$ cat src/rtl/i2c_rx_hold.sv
module i2c_rx_hold #(
  parameter int W = 8
) (
  input  logic         clk,
  input  logic         rst_n,
  input  logic         bus_cond,
  input  logic         ack_en,
  input  logic         arm,
  input  logic         scl_rise,
  input  logic         scl_fall,
  input  logic         sda_in,
  output logic         sda_pull,
  output logic         scl_hold,
  output logic         out_valid,
  output logic         out_ready,
  output logic [W-1:0] out_byte,
  input  logic         take
);
  localparam int CW = (W > 1) ? $clog2(W) : 1;

  typedef enum logic [2:0] {S_IDLE, S_STALL, S_SHIFT, S_ACKW, S_ACK} st_t;

  st_t          st;
  logic [CW-1:0] cnt;
  logic [W-1:0]  sh;
  logic [W-1:0]  back_byte;
  logic          back_valid;
  logic          push;

  assign push      = (st == S_ACK) && scl_fall && !bus_cond;
  assign scl_hold  = (st == S_STALL);
  assign out_ready = !back_valid;

  always_ff @(posedge clk or negedge rst_n) begin
    if (!rst_n) begin
      st       <= S_IDLE;
      cnt      <= '0;
      sh       <= '0;
      sda_pull <= 1'b0;
    end else if (bus_cond) begin
      st       <= S_IDLE;
      sda_pull <= 1'b0;
    end else begin
      case (st)
        S_IDLE: if (arm) begin
          st  <= back_valid ? S_STALL : S_SHIFT;
          cnt <= '0;
        end
        S_STALL: if (take) st <= S_SHIFT;
        S_SHIFT: if (scl_rise) begin
          sh  <= {sh[W-2:0], sda_in};
          cnt <= cnt + 1'b1;
          if (cnt == CW'(W-1)) st <= S_ACKW;
        end
        S_ACKW: if (scl_fall) begin
          sda_pull <= ack_en;
          st       <= S_ACK;
        end
        S_ACK: if (scl_fall) begin
          sda_pull <= 1'b0;
          st       <= S_IDLE;
        end
        default: st <= S_IDLE;
      endcase
    end
  end

  always_ff @(posedge clk or negedge rst_n) begin
    if (!rst_n) begin
      out_byte   <= '0;
      out_valid  <= 1'b0;
      back_byte  <= '0;
      back_valid <= 1'b0;
    end else if (push) begin
      if (!out_valid || take) begin
        out_byte  <= sh;
        out_valid <= 1'b1;
      end else begin
        back_byte  <= sh;
        back_valid <= 1'b1;
      end
    end else if (take && out_valid) begin
      if (back_valid) begin
        out_byte   <= back_byte;
        back_valid <= 1'b0;
      end else begin
        out_valid <= 1'b0;
      end
    end
  end

  p_back_behind_front_r6: assert property (@(posedge clk) disable iff (!rst_n)
    !out_ready |-> out_valid);

  p_stretch_on_full_arm_r7: assert property (@(posedge clk) disable iff (!rst_n)
    $rose(scl_hold) |-> $past(arm) && !$past(out_ready));

  p_take_releases_r8: assert property (@(posedge clk) disable iff (!rst_n)
    scl_hold && take && !bus_cond |=> !scl_hold && out_valid && out_ready);

  p_no_stretch_shift_r9: assert property (@(posedge clk) disable iff (!rst_n)
    (st == S_SHIFT || st == S_ACKW || st == S_ACK) |-> !scl_hold);

  p_cond_release_r10: assert property (@(posedge clk) disable iff (!rst_n)
    bus_cond |=> !sda_pull && !scl_hold);

  p_pull_drop_on_fall_r3: assert property (@(posedge clk) disable iff (!rst_n)
    $fell(sda_pull) && !$past(bus_cond) |-> $past(scl_fall));

  p_swap_keeps_valid_r11: assert property (@(posedge clk) disable iff (!rst_n)
    push && take && out_valid |=> out_valid && out_ready);
endmodule

$ cat config.mk
export PLATFORM = sky130hd
export DESIGN_NAME = i2c_rx_hold
export DESIGN_NICKNAME = d
export VERILOG_FILES = /design/src/rtl/i2c_rx_hold.sv
export SDC_FILE = /design/constraint.sdc
export NUM_CORES = 1
export LEC_CHECK = 0
export BUFFER_PORTS_ARGS = -buffer_cell sky130_fd_sc_hd__clkbuf_2
export CAP_MARGIN = 15
export CORE_ASPECT_RATIO = 1.2
export CORE_UTILIZATION = 55
export DETAILED_ROUTE_END_ITERATION = 6
export HOLD_SLACK_MARGIN = 0.15
export PLACE_DENSITY = 0.73
export SLEW_MARGIN = 40
export SYNTH_ARGS = -nofsm -noshare
export SYNTH_HDL_FRONTEND = slang
export SYNTH_SLANG_ARGS = --single-unit
$ cat constraint.sdc
create_clock -name clk -period 1.7 [get_ports clk]
set_input_delay 0.34 -clock clk [delete_from_list [all_inputs] [get_ports clk]]
set_output_delay 0.34 -clock clk [all_outputs]
set_load 0.02 [all_outputs]
==> metrics <==
Design Power around 0.0023 W; Core Region approximately 0.0028 mm2; first-pass GRT wire length between 5000 and 6000 um; Antenna Violating Nets Remaining 0; number of synthesized register bits 33; post-route core utilization approximately 70%; Hold Path Class in -> reg; Final GP Congestion approximately 0.75; period utilisation layout ~97%; Slew @ Worst Pin 0.636 ns; Clock Skews approximately 0.0074 ns; Avg WL per Cell approximately 16 um; gr ovfl total 0; CP arrival 1.31 ns; Reg area approximately 830 um2; Starting Density between 50% and 60%; FP Rows 21; H-Tree Depth 2; clock transition at the registers of the reported paths about 0.1 ns; Ys Warns 0; # setup viols final 0; Max Freq 605 MHz; CP bufs+invs 2; drt via density 5.75; Routed WL 3300 um; CTS tree built; Peak supply drop 0.640 mV; Final #Nets around 180; number of port buffers 20; ys flop type dfrtp_1; Slew Limit Fails 0; outcome finished clean; largest net degree at the start of global routing 34; Clk Latency, worst-skew pair 0.33 ns; total number of vias 1178; vias in the first global route approximately 1100; crit end category output pin; clock buffer depth 2; most common cell after layout, fill and taps aside dfrtp_1; area taken by multi-input logic gates roughly 760 um2; die height 61.8 um; Endpoint, Worst Hold sh[0]; Root Driver clkbuf_4; post-synthesis cell area 0.00164 mm2; HPWL after DPL around 2300 um; Horiz. Die Dim between 50 and 60 um; most frequent cells in the layout dfrtp_1 (32), clkbuf_2 (19), buf_4 (17); antenna cells 0; worst-path maximum fanout 5; reg2reg setup slack 0.05 ns; max_cap viols 0; Post-synth ARST share between 90% and 100%; # IOs 21; hold_sp sda_in; 1st-pass router iterations 4; post-synthesis area per instance approximately 13 um2; Power Dens Cells 1170 mW/mm2; gate count of the mapped netlist around 130; Clock Sinks 33; Final Hold Fails 0; Final min period between 1.5 and 2 ns; unique cell type count in the Yosys netlist 41; Pleak approximately 1 nW; R2R cell count 5; syn_nets approximately 140; Crit path required time 1.36 ns; worst hold slack ~0.23 ns; Seq/Total Area, Yosys 50.4%; total CTS buffers 5; worst flop-to-flop path endpoint sh[1]; Area Overhead vs Synth 20.8%; startpoint types flip-flop; initial DRC count 30; antenna violations before repair 0; Critical-path top delay cell dfrtp_2; worst hold path stage count 2; FILL cells 217; Slew HR between 50 and 60%; Post-synth EDFFs 0; Final Cell Area between 0.0015 and 0.002 mm2; RSZ-0062 raised after global routing true; pre-CTS setup slack roughly 0.0069 ns; Total Routing Usage GR approximately 23%; Setup Crit Path Kind reg -> out; slack of the critical path between 0.04 and 0.05 ns; Die Area 0.00320 mm2; DP Area approximately 0.0018 mm2; Worst path max stage delay roughly 0.46 ns; FF-to-FF Start st[0]; crit path cell chain buf_6 > nor3b_4 > clkbuf_8; layout cells sized above 1 about a third; drt drc 0; CP top delay family flip-flops
-- how the worst max path moves through the flow --
stage	start	end	slack, ns	cells after the start
3_3_place_gp	st[1]	back_byte[6]	0.02	3
6_report	st[1]	scl_hold	0.05	3
5_1_grt	st[1]	scl_hold	-0.02	3
2_1_floorplan	st[1]	st[1]	0.03	4
3_5_place_dp	st[1]	back_byte[4]	0.007	3
4_1_cts	st[0]	back_byte[4]	0.007	3
-- metrics by stage --
step / setup TNS [ns] / std cells
after floorplan: 0 / 131
after global placement: 0 / 190
after detailed placement: 0 / 190
after CTS: 0 / 200
after global routing: -0.0159 / 205
final: 0 / 205
-- cell families (layout without fill, tap and decap cells) --
kind of cell | count (synthesis) | after routing | synth area share [%]
muxes | 27 | 27 | 18.0
AOI/OAI and AO/OA | 23 | 23 | 10.9
and+or+nand+nor | 35 | 35 | 14.9
buffers and inverters | 11 | 51 | 4.27
adders and majority gates | 2 | 2 | 1.53
DFF | 33 | 33 | 50.4
-- cell type report --
| class | count | area share [%] |
|---|---|---|
| Sequential cell | 33 | 41.8 |
| Tap cell | 34 | 2.15 |
| Multi-Input combinational cell | 87 | 38.2 |
| Timing Repair Buffer | 41 | 14.6 |
| Inverter | 3 | 0.569 |
| Clock buffer | 7 | 2.78 |
-- synthesized netlist by cell type, types with 3 or more instances --
cell type,number,area (um2)
buf_4,3,22.5
nor2_1,4,15.0
and3_1,8,50.1
mux2i_1,10,100
dfrtp_1,33,826
mux2_1,15,169
o2bb2ai_1,8,70.1
nand2_1,6,22.5
a21oi_1,3,15.0
-- state kept, by name (all words and copies together), names as in the netlist --
register	cells
st	3
sh	8
out_byte	8
back_valid	1
back_byte	8
out_valid	1
cnt	3
sda_pull	1
-- per-layer routing --
metal / share of wire (%) / vias up / track usage, %
li1: - / 568 / -
met1: 42 / 574 / 25.0
met2: 53 / 31 / 41.4
met3: 3.5 / 5 / 6.57
met4: 1.7 / 0 / 10.4
met5: 0 / - / 0
-- power breakdown --
part	internal (W)	leakage, nW	switching, W
combinational	0.000419	0.510	0.000455
clock	0.000195	0.0314	0.000248
sequential	0.000892	0.450	0.000105
-- repair_timing --
item,CTS,global route
endpoints found under the hold margin,33,0
hold buffers,1,0
pin swaps,1,1
resized for setup,6,2
endpoints found under the setup margin,6,9
buffers inserted,2,5
gates cloned,0,0
(Power assumes the default switching activity.)
